<file path="src/rtl/spi_regs_pkg.sv">
package spi_regs_pkg;
  localparam int REG_W    = 8;
  localparam int FLAG_BIT = REG_W - 1;

  typedef struct packed {
    logic irq_en;        // bit 7
    logic force_req;     // bit 6
    logic tmr_irq_en;    // bit 5
    logic phase;         // bit 4
    logic polarity;      // bit 3
    logic wired_or;      // bit 2
    logic multi_master;  // bit 1
    logic engine_en;     // bit 0
  } ctrl_t;
endpackage

</file>
<file path="src/rtl/spi_ctrl_reg.sv">
module spi_ctrl_reg
  import spi_regs_pkg::*;
(
  input  logic             clk,
  input  logic             rst,
  input  logic             wr_i,
  input  logic [REG_W-1:0] wdata_i,
  input  logic             clr_force_i,
  output ctrl_t            ctrl_o,
  output logic             force_set_o
);
  ctrl_t ctrl_q;
  ctrl_t wr_val;

  always_comb begin
    wr_val           = ctrl_t'(wdata_i);
    // a zero written to the forced-request bit keeps it
    wr_val.force_req = wdata_i[6] | ctrl_q.force_req;
  end

  always_ff @(posedge clk) begin
    if (rst) begin
      ctrl_q <= '0;
    end else begin
      if (wr_i)        ctrl_q <= wr_val;
      if (clr_force_i) ctrl_q.force_req <= 1'b0;
    end
  end

  assign ctrl_o      = ctrl_q;
  assign force_set_o = wr_i & wdata_i[6];

  // the forced request stays up until cleared through status
  assert_force_sticky_R3: assert property (@(posedge clk) disable iff (rst)
    (ctrl_q.force_req && !clr_force_i) |=> ctrl_q.force_req);
  // status clear drops the forced request
  assert_force_clear_R4: assert property (@(posedge clk) disable iff (rst)
    (clr_force_i && !wr_i) |=> !ctrl_q.force_req);
endmodule

</file>
<file path="src/rtl/spi_irq_flag.sv">
module spi_irq_flag (
  input  logic clk,
  input  logic rst,
  input  logic set_i,
  input  logic clr_i,
  input  logic en_i,
  output logic flag_o,
  output logic irq_o
);
  logic flag_q;
  logic irq_q;

  always_ff @(posedge clk) begin
    if (rst) begin
      flag_q <= 1'b0;
      irq_q  <= 1'b0;
    end else begin
      if (set_i)      flag_q <= 1'b1;
      else if (clr_i) flag_q <= 1'b0;
      irq_q <= flag_q & en_i;
    end
  end

  assign flag_o = flag_q;
  assign irq_o  = irq_q;

  // a set in the same cycle as a clear leaves the flag set
  assert_set_wins_R8: assert property (@(posedge clk) disable iff (rst)
    set_i |=> flag_q);
  // a lone clear drops the flag
  assert_clear_R4: assert property (@(posedge clk) disable iff (rst)
    (clr_i && !set_i) |=> !flag_q);
  // a disabled interrupt never reaches the line
  assert_gate_R5: assert property (@(posedge clk) disable iff (rst)
    !en_i |=> !irq_q);
endmodule

</file>
<file path="src/rtl/spi_data_path.sv">
module spi_data_path #(
  parameter int DATA_W = 8
) (
  input  logic              clk,
  input  logic              rst,
  input  logic              wr_i,
  input  logic [DATA_W-1:0] wdata_i,
  input  logic              done_i,
  input  logic [DATA_W-1:0] rx_i,
  output logic              tx_load_o,
  output logic [DATA_W-1:0] tx_byte_o,
  output logic [DATA_W-1:0] rx_q_o
);
  logic              load_q;
  logic [DATA_W-1:0] tx_q;
  logic [DATA_W-1:0] rx_q;

  always_ff @(posedge clk) begin
    if (rst) begin
      load_q <= 1'b0;
      tx_q   <= '0;
      rx_q   <= '0;
    end else begin
      load_q <= wr_i;
      if (wr_i)   tx_q <= wdata_i;
      if (done_i) rx_q <= rx_i;
    end
  end

  assign tx_load_o = load_q;
  assign tx_byte_o = tx_q;
  assign rx_q_o    = rx_q;

  // no strobe without a data write the cycle before
  assert_load_pulse_R9: assert property (@(posedge clk) disable iff (rst)
    !wr_i |=> !load_q);
  // the received byte holds between completions
  assert_rx_hold_R10: assert property (@(posedge clk) disable iff (rst)
    !done_i |=> $stable(rx_q));
endmodule

</file>
<file path="src/rtl/spi_host_regs.sv">
module spi_host_regs
  import spi_regs_pkg::*;
#(
  parameter int                ADDR_W    = 8,
  parameter logic [ADDR_W-1:0] DATA_ADDR = 'h60,
  parameter logic [ADDR_W-1:0] CTRL_ADDR = 'h61,
  parameter logic [ADDR_W-1:0] STAT_ADDR = 'h62
) (
  input  logic              clk,
  input  logic              rst,
  input  logic [ADDR_W-1:0] bus_addr,
  input  logic              bus_wr,
  input  logic              bus_rd,
  input  logic [REG_W-1:0]  bus_wdata,
  output logic [REG_W-1:0]  bus_rdata,
  input  logic              xfer_done,
  input  logic [REG_W-1:0]  rx_byte,
  input  logic              tmr_timeout,
  output logic              tx_load,
  output logic [REG_W-1:0]  tx_byte,
  output logic              cfg_phase,
  output logic              cfg_polarity,
  output logic              cfg_wired_or,
  output logic              cfg_multi_master,
  output logic              cfg_enable,
  output logic              tmr_run,
  output logic              irq
);
  logic             hit_data, hit_ctrl, hit_stat;
  logic             wr_ctrl, wr_data, clr_req;
  logic             force_set, flag, req_set;
  logic [REG_W-1:0] rx_q, rd_mux, rdata_q;
  ctrl_t            ctrl;

  assign hit_data = (bus_addr == DATA_ADDR);
  assign hit_ctrl = (bus_addr == CTRL_ADDR);
  assign hit_stat = (bus_addr == STAT_ADDR);
  assign wr_ctrl  = bus_wr & hit_ctrl;
  assign wr_data  = bus_wr & hit_data;
  assign clr_req  = bus_wr & hit_stat & bus_wdata[FLAG_BIT];

  spi_ctrl_reg u_ctrl (
    .clk         (clk),
    .rst         (rst),
    .wr_i        (wr_ctrl),
    .wdata_i     (bus_wdata),
    .clr_force_i (clr_req),
    .ctrl_o      (ctrl),
    .force_set_o (force_set)
  );

  assign tmr_run = ~ctrl.engine_en & ctrl.tmr_irq_en;
  assign req_set = (xfer_done & ctrl.engine_en) | (tmr_timeout & tmr_run) | force_set;

  spi_irq_flag u_flag (
    .clk    (clk),
    .rst    (rst),
    .set_i  (req_set),
    .clr_i  (clr_req),
    .en_i   (ctrl.irq_en),
    .flag_o (flag),
    .irq_o  (irq)
  );

  spi_data_path #(.DATA_W(REG_W)) u_data (
    .clk       (clk),
    .rst       (rst),
    .wr_i      (wr_data),
    .wdata_i   (bus_wdata),
    .done_i    (xfer_done),
    .rx_i      (rx_byte),
    .tx_load_o (tx_load),
    .tx_byte_o (tx_byte),
    .rx_q_o    (rx_q)
  );

  always_comb begin
    rd_mux = '0;
    if (hit_data)      rd_mux = rx_q;
    else if (hit_ctrl) rd_mux = ctrl;
    else if (hit_stat) rd_mux[FLAG_BIT] = flag;
  end

  always_ff @(posedge clk) begin
    if (rst) rdata_q <= '0;
    else     rdata_q <= bus_rd ? rd_mux : '0;
  end

  assign bus_rdata        = rdata_q;
  assign cfg_phase        = ctrl.phase;
  assign cfg_polarity     = ctrl.polarity;
  assign cfg_wired_or     = ctrl.wired_or;
  assign cfg_multi_master = ctrl.multi_master;
  assign cfg_enable       = ctrl.engine_en;

  // no read strobe, no read data
  assert_rdata_idle_R11: assert property (@(posedge clk) disable iff (rst)
    !bus_rd |=> (bus_rdata == '0));
  // timer time-outs are dropped while the engine runs
  assert_tmr_masked_R7: assert property (@(posedge clk) disable iff (rst)
    (tmr_timeout && ctrl.engine_en && !xfer_done && !force_set && !flag) |=> !flag);
  // completions are dropped while the engine is off
  assert_done_masked_R6: assert property (@(posedge clk) disable iff (rst)
    (xfer_done && !ctrl.engine_en && !tmr_run && !force_set && !flag) |=> !flag);
endmodule

</file>
<file path="config.mk">
export PLATFORM = sky130hd
export DESIGN_NAME = spi_host_regs
export DESIGN_NICKNAME = d
export VERILOG_FILES = /design/src/rtl/spi_regs_pkg.sv /design/src/rtl/spi_ctrl_reg.sv /design/src/rtl/spi_irq_flag.sv /design/src/rtl/spi_data_path.sv /design/src/rtl/spi_host_regs.sv
export SDC_FILE = /design/constraint.sdc
export NUM_CORES = 1
export LEC_CHECK = 0
export BUFFER_PORTS_ARGS = -buffer_cell sky130_fd_sc_hd__buf_4
export CAP_MARGIN = 20
export CORE_ASPECT_RATIO = 1.5
export CORE_UTILIZATION = 40
export DETAILED_ROUTE_END_ITERATION = 10
export PLACE_DENSITY_LB_ADDON = 0.25
export SLEW_MARGIN = 5
export SYNTH_ARGS = -nofsm -noshare
export SYNTH_HDL_FRONTEND = slang
export SYNTH_SLANG_ARGS = --single-unit
</file>
<file path="constraint.sdc">
create_clock -name clk -period 1.7 [get_ports clk]
set_input_delay 0.425 -clock clk [delete_from_list [all_inputs] [get_ports clk]]
set_output_delay 0.425 -clock clk [all_outputs]
set_load 0.02 [all_outputs]
</file>
After elaboration in Yosys (flattened, before gate mapping)
Cells that the tools add are included.
{"block": "totals", "out_inout_bits": 24, "ff_bits": 35, "in_bits": 30}
{"block": "classes", "eq_ne": 3, "mux": 6, "n_reduce_logical": 3, "bitwise_logic": 14}
{"operator": "8-bit by 7-bit == test with 1-bit output, second input constant", "n": 3}
{"operator": "1-bit bitwise AND", "n": 9}
{"operator": "8-bit two-way mux", "n": 1}
{"operator": "7-bit two-way mux", "n": 1}
{"operator": "1-bit two-way mux", "n": 4}
{"operator": "2-bit OR reduction", "n": 2}
{"operator": "1-bit OR", "n": 3}
{"operator": "1-bit NOT", "n": 2}
{"operator": "2-bit nonzero test", "n": 1}

Depth between registers and ports, before layout
Gate-level depths: netlist (run 1).
{"block": "logic_depth", "word_depth": 6, "mapped_depth": 6, "mapped_depth_nobuf": 3}

Hierarchy
From an unflattened synthesis (run 1), not the netlist that was laid out.
{"block": "unflattened", "hier_cells": 126, "hier_area_um2": 1370.1}
{"module": "spi_data_path", "instances": 1, "area_each_um2": 608.1, "cells_per_inst": 54}
{"module": "spi_host_regs", "instances": 1, "area_each_um2": 405.4, "cells_per_inst": 39}
{"module": "spi_ctrl_reg", "instances": 1, "area_each_um2": 289.0, "cells_per_inst": 27}
{"module": "spi_irq_flag", "instances": 1, "area_each_um2": 67.6, "cells_per_inst": 6}

Least setup slack after synthesis (run 1)
OpenSTA, ideal clock, no wires.
{"block": "synth_timing", "path_kind": "in2reg", "startpoint": "input port bus_addr[1]", "endpoint": "register u_data.tx_q[5] (netlist: u_data.tx_byte_o[5])", "arrival_ns": 1.579, "slack_ns": -0.011, "setup_time_ns": 0.132, "stages": 6, "path_cell_list": "buf_6 -> or4b_4 -> buf_6 -> buf_8 -> o31ai_1 -> a21oi_1"}
{"block": "synth_between", "elab_chain_cells": 2}
{"item": "start, declared", "line_no": "spi_host_regs.sv:11", "rtl": "input logic [ADDR_W-1:0] bus_addr,"}
{"item": "8-bit by 7-bit == test with 1-bit output", "line_no": "spi_host_regs.sv:35", "rtl": "assign hit_data = (bus_addr == DATA_ADDR);"}
{"item": "1-bit bitwise AND", "line_no": "spi_host_regs.sv:39", "rtl": "assign wr_data = bus_wr & hit_data;"}
{"item": "end signal, assigned", "line_no": "spi_data_path.sv:25", "rtl": "if (wr_i) tx_q <= wdata_i;"}
{"item": "end, declared", "line_no": "spi_data_path.sv:15", "rtl": "logic [DATA_W-1:0] tx_q;"}
Every way passes these cells.
A chain may end at the register's enable or synchronous reset.

Worst setup path in the final report (run 1)
{"block": "layout_timing", "startpoint": "input port bus_addr[2]", "endpoint": "register u_data.tx_q[5] (netlist: u_data.tx_byte_o[5])"}
Same word-level chain as after synthesis.

==> results of run 1 <==
-- worst max-delay path by stage --
stage                     endpoint  depth (start not counted)  slack (ns)
2_1_floorplan  u_data.tx_byte_o[5]                          6        0.01
3_3_place_gp   u_data.tx_byte_o[5]                          4        0.04
3_5_place_dp   u_data.tx_byte_o[7]                          4       0.009
4_1_cts        u_data.tx_byte_o[5]                          4        0.30
5_1_grt        u_data.tx_byte_o[2]                          4        0.23
6_report       u_data.tx_byte_o[5]                          4        0.30
-- registers in the layout (all words and copies together), names as in the netlist --
name	flops
bus_rdata	8
u_data.rx_q_o	8
u_data.tx_byte_o	8
u_flag.irq_o	1
u_data.tx_load_o	1
u_flag.flag_o	1
u_ctrl.ctrl_o	8
-- cells in the mapped netlist (2+ instances only) --
cell type | count | area share [%]
buf_6 | 2 | 1.5
a21oi_1 | 16 | 5.4
inv_1 | 2 | 0.51
mux2i_1 | 16 | 11
nand2_1 | 2 | 0.51
clkbuf_1 | 9 | 2.3
nor2_1 | 18 | 4.6
nand4b_1 | 2 | 1.2
o31ai_1 | 15 | 7.6
dfxtp_1 | 35 | 48
buf_2 | 3 | 1.0
nor4_1 | 2 | 0.85
nand4_1 | 16 | 6.8
-- cells by family after synthesis --
| kind of cell | Yosys count |
|---|---|
| DFF | 35 |
| buffers and inverters | 17 |
| AOI/OAI and AO/OA | 35 |
| and+or+nand+nor | 50 |
| muxes | 16 |
-- power by group through the flow --
stage	Clock, W	Combinational [W]	Sequential (W)
2_1_floorplan	0	0.0000782	0.000855
3_3_place_gp	0	0.000151	0.000855
3_5_place_dp	0	0.000155	0.000856
4_1_cts	0.000757	0.000156	0.000837
5_1_grt	0.000799	0.000168	0.000838
6_report	0.000746	0.000157	0.000837
-- area by class of cell --
class	count	area share (%)
Sequential cell	35	34.9
Timing Repair Buffer	60	22.4
Multi-Input combinational cell	101	34.1
Tap cell	42	2.62
Clock buffer	5	3.42
Clock inverter	3	2.18
Inverter	2	0.374
-- per-stage QoR --
step                hold slack (ns)  setup WS (ns)
finish                        0.370          0.296
floorplan                     0.422         0.0142
CTS                           0.366          0.303
global placement              0.449         0.0443
detailed placement            0.455        0.00912
global route                  0.372          0.230
-- worst max-delay path, stage by stage --
cell     delay, ns
buf_4         0.11
or4b_4        0.65
o31ai_1       0.28
a21oi_1       0.09
-- metal layers --
layer	wire length, um	track usage (%)	vias up
li1	-	-	673
met1	1530	25.3	662
met2	1890	33.0	64
met3	287	5.79	2
met4	16	7.57	0
met5	0	0	-
==> metrics.txt, run 1 <==
RR Startpoint u_ctrl.ctrl_o[0]; placed cell count 240; Synth Cell Area 1470 um^2; Worst Hold Launch rx_byte[1]; Unique masters post-synth 28; post-route design area 2010 um^2; wire per inst 15.0 um; area occupied by registers 701 um^2; crit path max fanout 16; switching share of power 22.7%; syn avg cell area 9.63 um^2; initial antenna violation count 0; Worst VDD drop 608 uV; crit path DAT 1.58 ns; Main synth FF type dfxtp_1; Cells after Synth 153; total power 0.00174 W; Post-Synth Simple-Gate Area 19.9%; Routed Antenna Nets 0; CTS sink count 35; Worst Tran Pin Value 0.439 ns; Leakage 0.826 nW; mux contribution to synthesized area 10.9%; TNS Setup 0 ns; Die Span Y 76.3 um; crit path launch bus_addr[2]; Max-Cap Viols 0; # hold bufs at CTS 0; worst path required time 1.87 ns; layout net count 235; post-cts resize count 0; Initial DRC Count 41; WS Path Type input port to flop; # Post-CTS Setup Buffers 0; adder-cell share of the synthesized area 0%; multi-input logic area 686 um^2; EDFF count, synth 0; Root Buffer clkbuf_8; Site Rows 26; boundary pin count 54; vias per inst 5.65; Num CTS Buffers 5; largest net degree at the start of global routing 30; via count of the first global-routing pass 1325; CTS tree built; final WL 3720 um; PwrDens 866 nW/um^2; outcome finished clean; Final Hold Vio Count 0; placed cell area 1900 um^2; Max Freq 712 MHz; H-tree depth 2; Skew-Pair Late Insertion Delay 0.29 ns; skew final 0.00297 ns; Clock power frac 42.9%; Yosys warnings 0; Die W 51.6 um; min Tclk post-route 1.40 ns; #FFs+latches synth 35; first-pass GRT wire length 6200 um; Slew HR 70.7%; startpoint types input port; Seq/Total Area, Yosys 47.5%; Final setup viols 0; Syn-to-layout area delta 36.3%; Psw 0.000395 W; gr usage total 20.5%; Layout Utilization 58.3%; Initial Utilization 42.7%; syn_nets 183; Max clock buf depth 2; worst min-delay path category input port to flop; largest family of logic cells by synthesized area simple AND/OR/NAND/NOR gates; clk slew on worst S/H paths 0.07 ns; Compound-Gate Fraction of Synth Area 15.3%; DIE AREA 3940 um^2; commonest non-fill, non-tap cell in the layout buf_4; fin crit share 82.6%; via count 1401; combinational power share 9.0%; Reg power frac 48.1%; Core ar. 3450 um^2; routability congestion estimate 0.794; IO Port Bufs 53; Internal 0.00135 W; xor-xnor portion of the synthesized cell area 0%; drc violations 0; R2R cell count 3; R2R Path End u_flag.flag_o; FILL cells 326; Slew Viols, Final 0; Crit. End Element flop; RSZ-0062 raised after global routing false; Async SR Flop Fraction 0%; share of cells above drive strength 1 35.0%; TritonRoute pass-1 iters 4; final global-route overflow total 0; Worst Hold Path EP u_data.rx_q_o[1]; Non-Filler Instances 248; reg-to-reg setup timing slack 0.72 ns; # diodes 0; WHS Path Cells 3; DP HPWL 2620 um; commonest cells after routing, fill and taps aside buf_4, dfxtp_1, nor2_1
(Power assumes the default switching activity.)
==> run 2, diff against run 1 <==
clock period = 1.3 ns   (was 1.7 ns; I/O delays follow)
==> metrics.txt, run 2 (synthesized netlist as in run 1, its figures left out) <==
R2R Path End u_flag.flag_o; Syn-to-layout area delta 38.6%; # Post-CTS Setup Buffers 0 (unchanged); Leakage 0.845 nW (+2.3%); Setup Slack @ Placement -0.348 ns (-0.357 ns); placed cell area 1950 um^2 (+2.8%); # hold bufs at CTS 0 (unchanged); WS Path Type input port to flop; Crit. End Element flop; CP Cell Sequence buf_4, or4b_4, o31ai_2, a21oi_1; clk slew on worst S/H paths 0.07 ns (about the same); CTS sink count 35 (unchanged); worst path required time 1.47 ns (-0.40 ns); CTS tree built; IO Port Bufs 53 (unchanged); via count of the first global-routing pass 1323 (-0.15%); Worst Hold Path EP u_data.rx_q_o[6]; Skew-Pair Late Insertion Delay 0.28 ns (about the same); startpoint types input port; Root Buffer clkbuf_8; drc violations 0 (unchanged); initial antenna violation count 0 (unchanged); Die Span Y 76.3 um (unchanged); RSZ-0062 raised after global routing true; commonest cells after routing, fill and taps aside buf_4, dfxtp_1, nor2_1; RR Startpoint u_ctrl.ctrl_o[0]; share of cells above drive strength 1 38.0% (+3.1 points); DP HPWL 2720 um (+3.7%); Routed Antenna Nets 0 (unchanged); Worst Hold Launch rx_byte[6]; Worst path slowest cell or4b_4; Slew HR 72.6% (+1.9 points); H-tree depth 2 (unchanged); CP max stage delay 0.66 ns (about the same); Final Hold Vio Count 0 (unchanged); Layout Utilization 59.3% (+0.98 points); Max Freq 772 MHz; largest net degree at the start of global routing 17 (-43%); Num CTS Buffers 5 (unchanged); crit path max fanout 16 (unchanged); wire per inst 14.6 um (-2.6%); final global-route overflow total 0 (unchanged); crit path DAT 1.46 ns (-0.12 ns); layout net count 242 (+3.0%); # diodes 0 (unchanged); outcome finished clean; min Tclk post-route 1.29 ns; CP delay by family, top simple AND/OR/NAND/NOR gates; Worst VDD drop 708 uV (+16%); fin crit share 99.6%; Core ar. 3450 um^2 (unchanged); PnR worst setup slack 0.00504 ns (-0.291 ns); skew final 0.00341 ns (+0.000439 ns); area occupied by registers 703 um^2 (+0.36%); routability congestion estimate 0.862 (+8.5%); Initial Utilization 42.7% (unchanged); final WL 3730 um (+0.11%); Max-Cap Viols 0 (unchanged); commonest non-fill, non-tap cell in the layout buf_4; FILL cells 307 (-5.8%); WHS Path Cells 3 (unchanged); via count 1410 (+0.64%); Non-Filler Instances 255 (+2.8%); Max clock buf depth 2 (unchanged); PwrDens 1010 nW/um^2 (+16%); worst min-delay path category input port to flop; Site Rows 26 (unchanged); placed cell count 247 (+2.9%); R2R cell count 3 (unchanged); Die W 51.6 um (unchanged); Initial DRC Count 39 (-4.9%); first-pass GRT wire length 6090 um (-1.8%); TNS Setup 0 ns (unchanged); multi-input logic area 696 um^2 (+1.5%); Slew Viols, Final 0 (unchanged); Worst Tran Pin Value 0.411 ns (-0.0280 ns); DIE AREA 3940 um^2 (unchanged); gr usage total 20.4% (-0.079 points); post-route design area 2040 um^2 (+1.7%); WP buf/inv 1 (unchanged); boundary pin count 54 (unchanged); reg-to-reg setup timing slack 0.39 ns (-0.33 ns); TritonRoute pass-1 iters 4 (unchanged); vias per inst 5.53 (-2.1%); Final setup viols 0 (unchanged)
[run 2: worst max path at each step]
stage	start	to	slack, ns	cells after the start
floorplan	bus_addr[1]	u_data.tx_byte_o[5]	-0.28	6
global placement	bus_addr[2]	u_data.tx_byte_o[5]	-0.26	4
detailed placement	bus_addr[2]	u_data.tx_byte_o[5]	-0.35	4
CTS	bus_addr[2]	u_data.tx_byte_o[5]	-0.0006	4
global route	bus_addr[2]	u_data.tx_byte_o[0]	-0.03	4
finish	bus_addr[2]	u_data.tx_byte_o[5]	0.005	4
[run 2: what timing repair did]
| action | in CTS | in global routing |
|---|---|---|
| endpoints found under the setup margin | 2 | 8 |
| cloned | 0 | 0 |
| resized for setup | 2 | 2 |
[run 2: through the flow]
stage	power [W]	hold WS (ns)
final	0.00206	0.277
after global routing	0.00214	0.292
after CTS	0.00208	0.273
after detailed placement	0.00134	0.445
after global placement	0.00133	0.450
after floorplan	0.00122	0.422
[run 2: layer usage]
metal	GRT usage [%]	part of all wire, %
met5	0	0
met4	9.46	1.7
met2	33.0	49
met1	24.6	42
met3	5.19	6.6
[run 2: final cells by class]
| class | instances | area share (%) |
|---|---|---|
| Timing Repair Buffer | 67 | 24.6 |
| Multi-Input combinational cell | 101 | 34.0 |
| Clock buffer | 7 | 3.74 |
| Tap cell | 42 | 2.57 |
| Inverter | 2 | 0.367 |
| Sequential cell | 35 | 34.4 |
| Clock inverter | 1 | 0.245 |
[run 2: tightest hold or removal path, stage by stage]
cell	delay, ns
buf_4	0.07
mux2i_1	0.05
nor2_1	0.07
[run 2: power breakdown]
group / internal [W] / switching [W]
registers: 0.00109 / 0.00000880
logic: 0.000111 / 0.000108
clock network: 0.000375 / 0.000366
total: 0.00157 / 0.000483
